`config.mk`:
```
export PLATFORM = sky130hd
export DESIGN_NAME = ser_port_regs
export DESIGN_NICKNAME = d
export VERILOG_FILES = /design/src/rtl/ser_port_pkg.sv /design/src/rtl/ser_rx_fifo.sv /design/src/rtl/ser_irq_ctrl.sv /design/src/rtl/ser_tx_port.sv /design/src/rtl/ser_port_regs.sv
export SDC_FILE = /design/constraint.sdc
export NUM_CORES = 1
export LEC_CHECK = 0
export BUFFER_PORTS_ARGS = -buffer_cell sky130_fd_sc_hd__buf_2
export CAP_MARGIN = 25
export CORE_ASPECT_RATIO = 0.9
export CORE_UTILIZATION = 55
export DETAILED_ROUTE_END_ITERATION = 6
export PLACE_DENSITY = 0.84
export SYNTH_ARGS = -nofsm -noshare
export SYNTH_HDL_FRONTEND = slang
export SYNTH_SLANG_ARGS = --single-unit
export TNS_END_PERCENT = 50
```
`constraint.sdc`:
```
create_clock -name clk_i -period 2.95 [get_ports clk_i]
set_clock_uncertainty 0.2 [all_clocks]
set_input_delay 0.295 -clock clk_i [delete_from_list [all_inputs] [get_ports clk_i]]
set_output_delay 0.295 -clock clk_i [all_outputs]
set_load 0.01 [all_outputs]
```
`src/rtl/ser_port_pkg.sv`:
```
package ser_port_pkg;
  localparam int unsigned WORD_W = 32;

  // word index = byte offset / 4
  typedef enum logic [3:0] {
    IDX_TX_CTRL   = 4'h0,
    IDX_TX_DMA    = 4'h1,
    IDX_RX_CTRL   = 4'h2,
    IDX_DOUT      = 4'h7,
    IDX_STAT_POP  = 4'h8,
    IDX_STAT_PEEK = 4'h9,
    IDX_MASK      = 4'hB,
    IDX_ACK       = 4'hC,
    IDX_RAW       = 4'hD,
    IDX_MASKED    = 4'hE
  } reg_idx_e;

  localparam int unsigned REGION_WORDS = 15;
  localparam int unsigned ST_AVAIL     = 16;
  localparam int unsigned ST_TX_IDLE   = 22;
  localparam int unsigned ST_TX_RDY    = 24;
  localparam int unsigned RX_EN_BIT    = 3;
  localparam int unsigned IRQ_RX_BIT   = 3;
  localparam logic [WORD_W-1:0] RX_CTRL_RST = 32'h0001_0000;
endpackage

```
`src/rtl/ser_rx_fifo.sv`:
```
module ser_rx_fifo #(
  parameter int unsigned DEPTH  = 16,
  parameter int unsigned DATA_W = 8,
  localparam int unsigned PTR_W = $clog2(DEPTH),
  localparam int unsigned CNT_W = PTR_W + 1
) (
  input  logic              clk_i,
  input  logic              rst_ni,
  input  logic              push_i,
  input  logic [DATA_W-1:0] data_i,
  input  logic              pop_i,
  output logic              push_ok_o,
  output logic              pop_ok_o,
  output logic [DATA_W-1:0] head_o,
  output logic [CNT_W-1:0]  cnt_o,
  output logic              empty_o
);
  localparam logic [CNT_W-1:0] FULL_CNT = CNT_W'(DEPTH);
  localparam logic [PTR_W-1:0] LAST_PTR = PTR_W'(DEPTH - 1);

  logic [DATA_W-1:0] mem_q [DEPTH];
  logic [PTR_W-1:0]  wr_ptr_q, rd_ptr_q;
  logic [CNT_W-1:0]  cnt_q;
  logic              full;

  function automatic logic [PTR_W-1:0] bump(input logic [PTR_W-1:0] p);
    return (p == LAST_PTR) ? '0 : p + 1'b1;
  endfunction

  assign full      = (cnt_q == FULL_CNT);
  assign empty_o   = (cnt_q == '0);
  // fullness judged on the pre-edge count: a full queue drops a same-cycle byte
  assign push_ok_o = push_i && !full;
  assign pop_ok_o  = pop_i && !empty_o;
  assign head_o    = mem_q[rd_ptr_q];
  assign cnt_o     = cnt_q;

  always_ff @(posedge clk_i or negedge rst_ni) begin
    if (!rst_ni) begin
      for (int i = 0; i < int'(DEPTH); i++) mem_q[i] <= '0;
    end else if (push_ok_o) begin
      mem_q[wr_ptr_q] <= data_i;
    end
  end

  always_ff @(posedge clk_i or negedge rst_ni) begin
    if (!rst_ni) begin
      wr_ptr_q <= '0;
      rd_ptr_q <= '0;
      cnt_q    <= '0;
    end else begin
      if (push_ok_o) wr_ptr_q <= bump(wr_ptr_q);
      if (pop_ok_o)  rd_ptr_q <= bump(rd_ptr_q);
      unique case ({push_ok_o, pop_ok_o})
        2'b10:   cnt_q <= cnt_q + 1'b1;
        2'b01:   cnt_q <= cnt_q - 1'b1;
        default: cnt_q <= cnt_q;
      endcase
    end
  end
endmodule

```
`src/rtl/ser_irq_ctrl.sv`:
```
module ser_irq_ctrl
  import ser_port_pkg::*;
#(
  parameter int unsigned W = WORD_W
) (
  input  logic         clk_i,
  input  logic         rst_ni,
  input  logic         tx_fire_i,
  input  logic         ack_fire_i,
  input  logic [W-1:0] ack_val_i,
  input  logic         rx_nonempty_i,
  input  logic [W-1:0] mask_i,
  output logic [W-1:0] ack_eff_o,
  output logic [W-1:0] raw_o,
  output logic [W-1:0] masked_o,
  output logic         pend_o,
  output logic         irq_o
);
  logic [1:0] tx_bits_q;
  logic       pend_q;

  // an armed transmit shields bit 0 from the first acknowledge
  always_comb begin
    ack_eff_o = ack_val_i;
    if (pend_q) ack_eff_o[0] = 1'b0;
  end

  always_ff @(posedge clk_i or negedge rst_ni) begin
    if (!rst_ni) begin
      tx_bits_q <= '0;
      pend_q    <= 1'b0;
    end else if (tx_fire_i) begin
      tx_bits_q <= 2'b11;
      pend_q    <= 1'b1;
    end else if (ack_fire_i) begin
      tx_bits_q <= tx_bits_q & ~ack_eff_o[1:0];
      pend_q    <= 1'b0;
    end
  end

  always_comb begin
    raw_o             = '0;
    raw_o[1:0]        = tx_bits_q;
    raw_o[IRQ_RX_BIT] = rx_nonempty_i;
  end

  assign masked_o = raw_o & mask_i;
  assign irq_o    = |masked_o;
  assign pend_o   = pend_q;
endmodule

```
`src/rtl/ser_tx_port.sv`:
```
module ser_tx_port #(
  parameter int unsigned DATA_W = 8
) (
  input  logic              clk_i,
  input  logic              rst_ni,
  input  logic              fire_i,
  input  logic [DATA_W-1:0] data_i,
  output logic              tx_valid_o,
  output logic [DATA_W-1:0] tx_byte_o
);
  always_ff @(posedge clk_i or negedge rst_ni) begin
    if (!rst_ni) begin
      tx_valid_o <= 1'b0;
      tx_byte_o  <= '0;
    end else begin
      tx_valid_o <= fire_i;
      if (fire_i) tx_byte_o <= data_i;
    end
  end
endmodule

```
`src/rtl/ser_port_regs.sv`:
```
module ser_port_regs
  import ser_port_pkg::*;
#(
  parameter int unsigned ADDR_W   = 6,
  parameter int unsigned RX_DEPTH = 16,
  parameter int unsigned BYTE_W   = 8
) (
  input  logic              clk_i,
  input  logic              rst_ni,
  input  logic              req_i,
  input  logic              we_i,
  input  logic [ADDR_W-1:0] addr_i,
  input  logic [31:0]       wdata_i,
  output logic [31:0]       rdata_o,
  input  logic              rx_valid_i,
  input  logic [BYTE_W-1:0] rx_byte_i,
  output logic              tx_valid_o,
  output logic [BYTE_W-1:0] tx_byte_o,
  output logic              irq_o
);
  localparam int unsigned IDX_W = ADDR_W - 2;
  localparam int unsigned CNT_W = $clog2(RX_DEPTH) + 1;
  localparam logic [IDX_W-1:0] REGION_LIM = IDX_W'(REGION_WORDS);

  logic [IDX_W-1:0]  widx_full;
  logic [3:0]        widx;
  logic              hit, wr_en, rd_en;
  logic              dout_wr, ack_wr, pop_req, push_req;
  logic              push_ok, pop_ok, rx_empty, rx_en, pend;
  logic [CNT_W-1:0]  cnt;
  logic [BYTE_W-1:0] head;
  logic [31:0]       tx_ctrl_q, tx_dma_q, rx_ctrl_q, dout_q, mask_q, ack_q;
  logic [31:0]       ack_eff, raw, masked, stat;

  assign widx_full = addr_i[ADDR_W-1:2];
  assign widx      = widx_full[3:0];
  assign hit       = (widx_full < REGION_LIM);
  assign wr_en     = req_i && we_i && hit;
  assign rd_en     = req_i && !we_i && hit;
  assign dout_wr   = wr_en && (widx == IDX_DOUT);
  assign ack_wr    = wr_en && (widx == IDX_ACK);
  assign pop_req   = rd_en && (widx == IDX_STAT_POP);
  assign rx_en     = rx_ctrl_q[RX_EN_BIT];
  assign push_req  = rx_valid_i && rx_en;

  ser_rx_fifo #(.DEPTH(RX_DEPTH), .DATA_W(BYTE_W)) u_fifo (
    .clk_i, .rst_ni,
    .push_i(push_req), .data_i(rx_byte_i), .pop_i(pop_req),
    .push_ok_o(push_ok), .pop_ok_o(pop_ok),
    .head_o(head), .cnt_o(cnt), .empty_o(rx_empty)
  );

  ser_irq_ctrl #(.W(32)) u_irq (
    .clk_i, .rst_ni,
    .tx_fire_i(dout_wr), .ack_fire_i(ack_wr), .ack_val_i(wdata_i),
    .rx_nonempty_i(!rx_empty), .mask_i(mask_q),
    .ack_eff_o(ack_eff), .raw_o(raw), .masked_o(masked),
    .pend_o(pend), .irq_o(irq_o)
  );

  ser_tx_port #(.DATA_W(BYTE_W)) u_tx (
    .clk_i, .rst_ni,
    .fire_i(dout_wr), .data_i(wdata_i[BYTE_W-1:0]),
    .tx_valid_o, .tx_byte_o
  );

  always_ff @(posedge clk_i or negedge rst_ni) begin
    if (!rst_ni) begin
      tx_ctrl_q <= '0;
      tx_dma_q  <= '0;
      rx_ctrl_q <= RX_CTRL_RST;
      dout_q    <= '0;
      mask_q    <= '0;
      ack_q     <= '0;
    end else if (wr_en) begin
      unique case (widx)
        IDX_TX_CTRL: tx_ctrl_q <= wdata_i;
        IDX_TX_DMA:  tx_dma_q  <= wdata_i;
        IDX_RX_CTRL: rx_ctrl_q <= wdata_i;
        IDX_DOUT:    dout_q    <= wdata_i;
        IDX_MASK:    mask_q    <= wdata_i;
        IDX_ACK:     ack_q     <= ack_eff;
        default: ;
      endcase
    end
  end

  always_comb begin
    stat             = '0;
    stat[BYTE_W-1:0] = head;
    stat[ST_AVAIL]   = !rx_empty;
    stat[ST_TX_IDLE] = 1'b1;
    stat[ST_TX_RDY]  = 1'b1;
  end

  always_comb begin
    rdata_o = '0;
    if (hit) begin
      unique case (widx)
        IDX_TX_CTRL:   rdata_o = tx_ctrl_q;
        IDX_TX_DMA:    rdata_o = tx_dma_q;
        IDX_RX_CTRL:   rdata_o = rx_ctrl_q;
        IDX_DOUT:      rdata_o = dout_q;
        IDX_STAT_POP,
        IDX_STAT_PEEK: rdata_o = stat;
        IDX_MASK:      rdata_o = mask_q;
        IDX_ACK:       rdata_o = ack_q;
        IDX_RAW:       rdata_o = raw;
        IDX_MASKED:    rdata_o = masked;
        default:       rdata_o = '0;
      endcase
    end
  end
endmodule

```
==> results of run 1 <==
[registers in the layout (all words and copies together), names as in the netlist, 2 cells and up]
register         flops
rx_ctrl_q           32
u_fifo.cnt_o         5
u_fifo.mem_q       128
u_fifo.wr_ptr_q      4
u_fifo.rd_ptr_q      4
tx_dma_q            32
u_irq.tx_bits_q      2
dout_q              25
u_tx.tx_byte_o       7
ack_q               32
tx_ctrl_q           32
mask_q              32
[layout by cell type, fill, tap and decap left out, types with 3 or more instances in the layout]
| master | instances |
|---|---|
| a21o_1 | 3 |
| a21oi_1 | 10 |
| a222oi_1 | 54 |
| a22oi_1 | 16 |
| a31oi_1 | 4 |
| and2_1 | 4 |
| and3_1 | 17 |
| and3_2 | 6 |
| and3b_1 | 3 |
| buf_12 | 6 |
| buf_2 | 87 |
| buf_4 | 42 |
| buf_6 | 4 |
| bufinv_16 | 4 |
| clkbuf_1 | 4 |
| clkbuf_16 | 38 |
| clkbuf_8 | 6 |
| clkinv_2 | 7 |
| dfrtp_1 | 334 |
| diode_2 | 5 |
| dlygate4sd3_1 | 33 |
| ha_1 | 7 |
| inv_1 | 11 |
| mux2_1 | 11 |
| mux2_2 | 310 |
| mux2i_1 | 36 |
| mux4_2 | 17 |
| nand2_1 | 35 |
| nand2b_1 | 3 |
| nand3_1 | 14 |
| nand4_1 | 5 |
| nor2_1 | 11 |
| nor2b_1 | 8 |
| nor3b_1 | 3 |
| o2111ai_1 | 4 |
| o21ai_0 | 11 |
| xor2_1 | 5 |
[logic make-up (layout without fill, tap and decap cells)]
kind of cell / after synthesis / in the layout
AO/OA/AOI/OAI: 122 / 122
XOR/XNOR: 7 / 7
adder cells (fa/ha/maj): 9 / 9
buffers and inverters: 110 / 249
flip-flops: 337 / 337
multiplexers: 376 / 376
other: 0 / 5
AND/OR/NAND/NOR: 129 / 129
[worst max path at each step]
stage                             from         endpoint  slack (ns)  cells after the start
floorplan              u_fifo.cnt_o[1]  u_fifo.cnt_o[4]       0.004                     12
global placement       u_fifo.cnt_o[3]  u_fifo.cnt_o[4]        0.13                     10
detailed placement     u_fifo.cnt_o[3]  u_fifo.cnt_o[4]         0.1                     10
CTS                 u_fifo.rd_ptr_q[0]       rdata_o[7]       -0.07                      6
global route        u_fifo.rd_ptr_q[0]       rdata_o[0]       -0.12                      6
finish              u_fifo.rd_ptr_q[0]       rdata_o[0]       -0.06                      6
[timing repair]
item	4_1_cts	5_1_grt
pin swaps	1	4
endpoints found under the hold margin	275	0
hold buffers	33	0
setup endpoints to repair	8	9
gates resized for setup	8	17
cloned	0	1
buffers inserted	3	3
[critical path, delay by kind of cell (launching register included)]
kind	cells	cell delay, ns
flops	1	0.43
buf+inv	2	0.28
simple gates	2	0.62
mux	2	0.68
[Yosys cell counts (2+ instances only)]
library cell / count
and4b_1: 2
xnor2_1: 2
o32ai_1: 2
clkbuf_1: 27
dfrtp_1: 336
and2_1: 4
nand2b_1: 3
or4_1: 2
o211a_1: 2
a222oi_1: 54
buf_6: 2
o21ai_0: 11
nor2b_1: 10
o2111ai_1: 4
a21oi_1: 10
and3b_1: 3
a221oi_1: 2
nand3_1: 15
nor3b_1: 4
nand4_1: 5
xor2_1: 5
mux2_1: 11
a21o_1: 3
a31oi_1: 4
buf_1: 6
mux2_2: 311
buf_4: 23
buf_2: 40
and3_1: 23
mux2i_1: 36
mux4_1: 7
mux4_2: 11
inv_1: 12
a22oi_1: 16
nor2_1: 12
nand2_1: 36
ha_1: 9
[power by group]
group / internal, mW / switching, mW / total (mW) / leakage (nW)
Clock: 2.79 / 1.84 / 4.62 / 0.592
Combinational: 1.65 / 1.31 / 2.96 / 3.44
Sequential: 5.80 / 0.727 / 6.52 / 4.39
[per-layer routing]
metal | wire, µm | share of wire [%]
met5 | 23 | 0.059
met3 | 2510 | 6.5
met4 | 1260 | 3.2
met1 | 16500 | 42
met2 | 18600 | 48
[layout make-up]
cell class / instances / area [µm²]
diodes: 5 / 12.5
clock buffers: 47 / 1020
clock inverters: 14 / 179
fillers: 1830 / 9350
inverters: 12 / 45.0
multi-input cells: 643 / 6420
flip-flops and latches: 337 / 8440
well taps: 354 / 443
repair buffers: 176 / 1330
==> results.tsv, run 1 <==
metric	value	unit
initial_utilization	56.4	%
place.detailed.instances	1482	
rsz0062_at_grt	yes	
period_needed	3.01	ns
timing.final.setup_violations	2	
area_growth_syn_to_layout	16.4	%
gr_ovfl_total	0	
timing.reg2reg.worst_path_depth	10	
reg2reg_setup_slack	0.13	ns
yosys.area_share.simple	4.77	%
ctsHtreeMaxLevel	2	
detailedPlace.worstSlack	0.0989	ns
post_dp_cell_area	16200	µm²
sequential_cell_area_fraction_in_the_yosys_report	54.9	%
stdcell_area	17900	µm²
fin_setup_tns	-0.0763	ns
synth_async_sr_flop_share	100	%
holdPathEnd	u_fifo.mem_q[24]	
max_clock_freq	332	MHz
use_met1	38.2	%
instances_no_fill	1588	
grt_start_max_net_pins	90	
r2r-start	u_fifo.cnt_o[3]	
synthDominantAreaCellType	dfrtp_1	
peakVddDrop	0.000478	V
cp-end-kind	output port	
initial_antenna_violation_count	5	
layout-drive-gt1-share	45.5	%
drt.antenna.violating_nets	0	
cts_sinks	337	
firstDrtPassIters	7	
synth-xor-area-share	0.399	%
ys_top_cells_by_area	dfrtp_1 55%, mux2_2 23%, a222oi_1 3.5%	
highest_cell_delay_on_the_worst_timing_path	0.56	ns
max-slew-margin-rel	47.5	%
syn_avg_cell_area	14.1	µm²
syn_inst	1090	
detail_route.vias_per_cell	6.50	
yosys.cell_types.count	62	
grt_pass1_vias	10900	
arrival	2.52	ns
tritoncts	yes	
first_pass_grt_wire_length	61.1	mm
leakagePower	8.43	nW
nNetsFinal	1264	
synth_seq_cells	337	
timing.max_cap.violations	0	
whs	0.0351	ns
drv_slew	0	
syn_area	15400	µm²
num_rows	57	
finalHoldViolations	0	
synth_compound_gate_area_share	6.78	%
tritoncts.num_buffers	34	
share_of_the_cycle_needed_by_the_critical_path_after_routing	102	%
startpoint_class	flop	
post_synth_fa_ha_maj_area_fraction	0.733	%
edff_count_synth	0	
hold-path-cell-count	2	
cts.root.buffer_cell	clkbuf_16	
clock_latency	0.51	ns
drcViolationCount	2	
core	27200	µm²
cp_slowest_cell	or4_4	
fin_ws	-0.0626	ns
failed_checks	design-rule violations, negative setup slack	
cts.clk_slew.worst_paths	0.06	ns
r2r_path_end	u_fifo.cnt_o[4]	
grt_usage	27.6	%
power_density	789	nW/µm²
mux_cell_area_share_after_synthesis	28.8	%
grtUsageMet3	4.62	%
via_count	10300	
grt-busiest-layer	met2	
worstHoldPathType	in2reg	
cts-root-to-sink-buffers	3	
wl_per_cell	24.5	µm
dp.final_hpwl	23.8	mm
timing_worst_slew_pin_value	0.781	ns
hold_start	rx_byte_i[0]	
place.port_buffers	90	
finish.utilization	65.7	%
ordered_cell_list_for_the_critical_path	buf_8 -> mux4_2 -> mux2i_1 -> nor2_1 -> or4_4 -> buf_6	
count_of_warnings_emitted_by_yosys	0	
syn-num-nets	1150	
post-layout-total-power	14.1	mW
chipWidth	178	µm
worstSetupPathType	reg2out	
detailedRoute.firstIterationViolations	1119	
drt_wl_total	38.9	mm
status	finished with violations	
largest_family_of_logic_cells_by_synthesized_area	multiplexers	
floorplan.io_pins	93	
ys.flop_type	dfrtp_1	
post-synth-top-area-fraction	54.7	%
die_height	161	µm
gp_congestion	0.818	
die-area	28600	µm²
max_fanout_on_critical_path	5	
grt.met2_usage	43.9	%
worst-endpoint-required	2.46	ns
Power figures use the tool's default switching activity.
==> run 2: changes to the inputs <==
--- a/config.mk
+++ b/config.mk
@@ -10,7 +10,7 @@
 export CORE_ASPECT_RATIO = 0.9
 export CORE_UTILIZATION = 55
 export DETAILED_ROUTE_END_ITERATION = 6
-export PLACE_DENSITY = 0.84
+export PLACE_DENSITY_LB_ADDON = 0.3
 export SYNTH_ARGS = -nofsm -noshare
 export SYNTH_HDL_FRONTEND = slang
 export SYNTH_SLANG_ARGS = --single-unit
==> run 2 against run 1 <==
Sequential power fell by 0.6%; critical path depth fell by 1; the flow finishes with violations (negative setup slack); cell area decreased by 1.1%; die area is the same; clock-buffer cell count rose by 3; global-route usage down 0.63 points; flip-flop and latch count did not move; core utilization shrank 0.70 points; combinational power shrank 5%; sequential share of layout area increased by 0.50 points; setup slack worse by 0.0052 ns.
==> results.tsv, run 2 (synthesized netlist as in run 1, its figures left out) <==
metric	value	unit
detailedRoute.firstIterationViolations	940	
area.sequential	8440	µm²
grt_pass1_vias	10500	
via_count	10000	
r2r-start	u_fifo.cnt_o[3]	
fin_ws	-0.0679	ns
whs	0.0463	ns
initial_utilization	56.4	%
floorplan.io_pins	93	
max_flop_register	u_fifo.mem_q	
timing.final.setup_violations	1	
drv_slew	0	
cts-root-to-sink-buffers	3	
r2r_path_end	u_fifo.cnt_o[4]	
multiInputGateArea	6400	µm²
max_clock_freq	331	MHz
period_needed	3.02	ns
share_of_the_cycle_needed_by_the_critical_path_after_routing	102	%
clock_latency	0.51	ns
cts_sinks	337	
num_rows	57	
drt_wl_total	37.1	mm
largest_register_ffs	128	
worst-endpoint-required	2.46	ns
cts.clk_slew.worst_paths	0.06	ns
layout-drive-gt1-share	45.0	%
drt.antenna.violating_nets	0	
wl_per_cell	23.3	µm
startpoint_class	flop	
highest_cell_delay_on_the_worst_timing_path	0.55	ns
layout.cells.most_common	dfrtp_1	
dp.final_hpwl	24.0	mm
arrival	2.52	ns
peakVddDrop	0.000622	V
hold-path-cell-count	2	
status	finished with violations	
die-area	28600	µm²
grt_start_max_net_pins	66	
timing_worst_slew_pin_value	0.671	ns
failed_checks	negative setup slack	
drcViolationCount	0	
ctsHtreeMaxLevel	2	
fillers	1997	
hold_start	rx_byte_i[0]	
cts.root.buffer_cell	clkbuf_16	
first_pass_grt_wire_length	59.3	mm
area_growth_syn_to_layout	15.2	%
finalHoldViolations	0	
cp_slowest_cell	or4_4	
timing.reg2reg.worst_path_depth	10	
max_fanout_on_critical_path	7	
reg2reg_setup_slack	0.10	ns
core	27200	µm²
firstDrtPassIters	7	
grt_usage	27.0	%
nNetsFinal	1267	
leakagePower	8.36	nW
tritoncts	yes	
holdPathEnd	u_fifo.mem_q[8]	
gp_congestion	0.805	
detail_route.vias_per_cell	6.32	
post-layout-total-power	13.5	mW
place.port_buffers	90	
timing.max_cap.violations	0	
worstSetupPathType	reg2out	
worstHoldPathType	in2reg	
layout.cells.most_common_list	333 x dfrtp_1, 310 x mux2_2, 88 x buf_2	
max-slew-margin-rel	55.3	%
initial_antenna_violation_count	6	
ordered_cell_list_for_the_critical_path	mux4_2 -> mux2i_1 -> nor2b_1 -> or4_4 -> buf_6	
die_height	161	µm
cp-end-kind	output port	
rsz0062_at_grt	yes	
chipWidth	178	µm
tritoncts.num_buffers	36	
gr_ovfl_total	0	
power_density	763	nW/µm²
[run 2: cell types whose count changed in the layout (fill, tap and decap cells not counted), moves of 3 or more]
cell	before	now
clkbuf_8	6	3
buf_4	42	47
clkinv_2	7	10
bufinv_16	4	1
clkbuf_1	4	11
diode_2	5	2
[run 2: repair_timing]
item,4_1_cts,5_1_grt
setup buffers,1,0
hold buffers,33,0
pin swaps,1,0
resized for setup,12,7
cloned,0,0
setup endpoints to repair,8,8
hold endpoints to repair,370,0
[run 2: worst max-delay path by stage]
| stage | to | cells after the start | from |
|---|---|---|---|
| after floorplan | u_fifo.cnt_o[4] | 12 | u_fifo.cnt_o[1] |
| after global placement | u_fifo.cnt_o[4] | 10 | u_fifo.cnt_o[3] |
| after detailed placement | u_fifo.cnt_o[4] | 10 | u_fifo.cnt_o[3] |
| after CTS | rdata_o[0] | 5 | u_fifo.rd_ptr_q[0] |
| after global routing | rdata_o[0] | 5 | u_fifo.rd_ptr_q[0] |
| final | rdata_o[0] | 5 | u_fifo.rd_ptr_q[0] |
[run 2: worst max-delay path, delay by kind of cell, from the launching register on]
kind                   cells  cell delay, ns
buffers and inverters      1            0.14
DFF                        1            0.50
muxes                      2            0.73
and+or+nand+nor            2            0.63
[run 2: area by class of cell]
cell class	instances	share of cell area (%)
flip-flops and latches	337	47.7
multi-input cells	643	36.2
repair buffers	177	7.16
clock buffers	50	5.56
well taps	354	2.50
clock inverters	14	0.643
inverters	12	0.254
diodes	2	0.0283
[run 2: layer usage]
metal / wire length [µm] / up-vias / global-route usage [%]
met5: 51 / - / 0
met2: 17100 / 383 / 40.9
met1: 16400 / 5246 / 39.7
met4: 954 / 8 / 8.51
li1: - / 4320 / -
met3: 2570 / 87 / 4.71
[run 2: report_power, final]
group | switching [mW] | internal [mW] | leakage [nW] | total, mW
clock | 1.79 | 2.43 | 0.547 | 4.22
combinational | 1.23 | 1.59 | 3.42 | 2.82
sequential | 0.684 | 5.79 | 4.39 | 6.48
total | 3.70 | 9.81 | 8.36 | 13.5
[run 2: through the flow]
stage / TNS (ns) / cells / cell area (µm²) / setup WS (ns) / util, %
after floorplan: 0 / 1090 / 15400 / 0.00370 / -
after global placement: 0 / 1489 / 16200 / 0.142 / 59.6
after detailed placement: 0 / 1489 / 16200 / 0.0879 / 59.6
after CTS: -0.107 / 1587 / 17700 / -0.0827 / 64.9
after global routing: -0.578 / 1589 / 17700 / -0.142 / 65.0
final: -0.0679 / 1589 / 17700 / -0.0679 / 65.0
==> run 3: changes to the inputs <==
--- a/config.mk
+++ b/config.mk
@@ -9,6 +9,7 @@
 export CAP_MARGIN = 25
 export CORE_ASPECT_RATIO = 0.9
 export CORE_UTILIZATION = 55
+export CTS_BUF_LIST = sky130_fd_sc_hd__clkbuf_4 sky130_fd_sc_hd__clkbuf_8
 export DETAILED_ROUTE_END_ITERATION = 6
 export PLACE_DENSITY_LB_ADDON = 0.3
 export SYNTH_ARGS = -nofsm -noshare
==> run 3 against run 2 <==
The flow still finishes with violations (negative setup slack); clock-buffer cell count up 44; sequential power about the same; via count increased by 0.48%; register-to-register slack about the same; setup slack worse by 0.085 ns; fmax fell by 2.7%; final cell count grew 2.6%; largest power group unchanged; first-iteration DRC count is 2.1% lower.
==> results.tsv, run 3 (synthesized netlist as in run 1, its figures left out) <==
metric	value	unit
status	finished with violations	
failed_checks	negative setup slack	
r2r-start	u_fifo.cnt_o[3]	
max-slew-margin-rel	56.2	%
timing.max_cap.violations	0	
timing.final.setup_violations	4	
clock_latency	0.60	ns
floorplan.io_pins	93	
wl_per_cell	22.7	µm
power_density	760	nW/µm²
fillers	1982	
worst-endpoint-required	2.46	ns
finalHoldViolations	0	
drt_wl_total	37.0	mm
ctsHtreeMaxLevel	2	
max_clock_freq	322	MHz
max_flop_register	u_fifo.mem_q	
layout.cells.most_common_list	333 x dfrtp_1, 310 x mux2_2, 88 x buf_2	
via_count	10100	
timing.reg2reg.worst_path_depth	10	
detail_route.vias_per_cell	6.19	
detailedPlace.worstSlack	0.0879	ns
initial_antenna_violation_count	4	
startpoint	u_fifo.rd_ptr_q[0]	
rsz0062_at_grt	yes	
r2r_path_end	u_fifo.cnt_o[4]	
num_rows	57	
cts.clk_slew.worst_paths	0.06	ns
cts-root-to-sink-buffers	3	
area_growth_syn_to_layout	16.4	%
place.port_buffers	90	
nNetsFinal	1292	
gp_congestion	0.805	
die-area	28600	µm²
worstSetupPathType	reg2out	
grt_pass1_vias	10600	
drcViolationCount	0	
startpoint_class	flop	
drv_slew	0	
die_height	161	µm
reg2reg_setup_slack	0.09	ns
fin_ws	-0.152	ns
arrival	2.61	ns
tritoncts	yes	
peakVddDrop	0.000465	V
place.detailed.instances	1489	
post-layout-total-power	13.6	mW
layout.cells.most_common	dfrtp_1	
initial_utilization	56.4	%
instances_no_fill	1631	
first_pass_grt_wire_length	59.4	mm
cts_sinks	337	
leakagePower	8.49	nW
period_needed	3.10	ns
tritoncts.num_buffers	53	
largest_register_ffs	128	
share_of_the_cycle_needed_by_the_critical_path_after_routing	105	%
core	27200	µm²
detailedRoute.firstIterationViolations	920	
grt_usage	26.9	%
gr_ovfl_total	0	
worstHoldPathType	in2async	
cts.root.buffer_cell	clkbuf_8	
chipWidth	178	µm
fin_setup_tns	-0.417	ns
max_fanout_on_critical_path	7	
drt.antenna.violating_nets	0	
firstDrtPassIters	7	
grt_start_max_net_pins	66	
cp-end-kind	output port	
timing_worst_slew_pin_value	0.658	ns
layout-drive-gt1-share	47.4	%
dp.final_hpwl	24.0	mm
[run 3: cell types whose count changed in the layout (fill, tap and decap cells not counted), sizes merged]
cell / before / now
inv: 13 / 14
clkinv: 12 / 2
dlygate4sd3: 33 / 40
clkbuf: 50 / 94
buf: 144 / 145
bufinv: 1 / 0
[run 3: worst max path at each step]
stage                       to  slack (ns)
3_5_place_dp   u_fifo.cnt_o[4]        0.09
5_1_grt             rdata_o[0]       -0.23
6_report            rdata_o[0]       -0.15
3_3_place_gp   u_fifo.cnt_o[4]        0.14
4_1_cts             rdata_o[0]       -0.17
2_1_floorplan  u_fifo.cnt_o[4]       0.004
[run 3: where the power goes]
group,internal [mW],switching (mW)
Combinational,1.61,1.23
Clock,2.46,1.83
Sequential,5.80,0.679
[run 3: worst max-delay path, cell delays in order (launching register included)]
cell     delay [ns]
dfrtp_2        0.49
mux4_2         0.53
mux2i_1        0.20
nor2b_1        0.08
or4_4          0.55
buf_6          0.15
[run 3: layout make-up]
class	count	area [µm²]	share of cell area (%)
timing repair buffer	185	1350	7.54
inverter	12	45.0	0.252
sequential	337	8440	47.2
clock buffer	94	1160	6.46
clock inverter	4	41.3	0.231
multi-input combinational	643	6420	35.9
tap	354	443	2.48
antenna	2	5.00	0.0280
[run 3: routing by layer]
metal / share of wire [%] / vias to the layer above / track usage, %
li1: - / 4381 / -
met1: 45 / 5267 / 40.0
met2: 46 / 373 / 40.8
met3: 6.6 / 67 / 4.59
met4: 2.2 / 4 / 7.74
met5: 0.084 / - / 0
[run 3: through the flow]
stage                     instance area [µm²]  hold slack [ns]  utilization (%)
after floorplan                         15400           -0.201                -
after global placement                  16200           0.0592             59.6
after detailed placement                16200           0.0635             59.6
after CTS                               17900          0.00180             65.6
after global routing                    17900           0.0272             65.7
final                                   17900           0.0134             65.7
[run 3: repair_timing]
| item | in CTS | in global routing |
|---|---|---|
| hold buffers | 40 | 0 |
| buffers inserted | 1 | 1 |
| resized for setup | 19 | 4 |
| endpoints found under the hold margin | 608 | 0 |
| endpoints found under the setup margin | 8 | 9 |
| pin swaps | 2 | 0 |
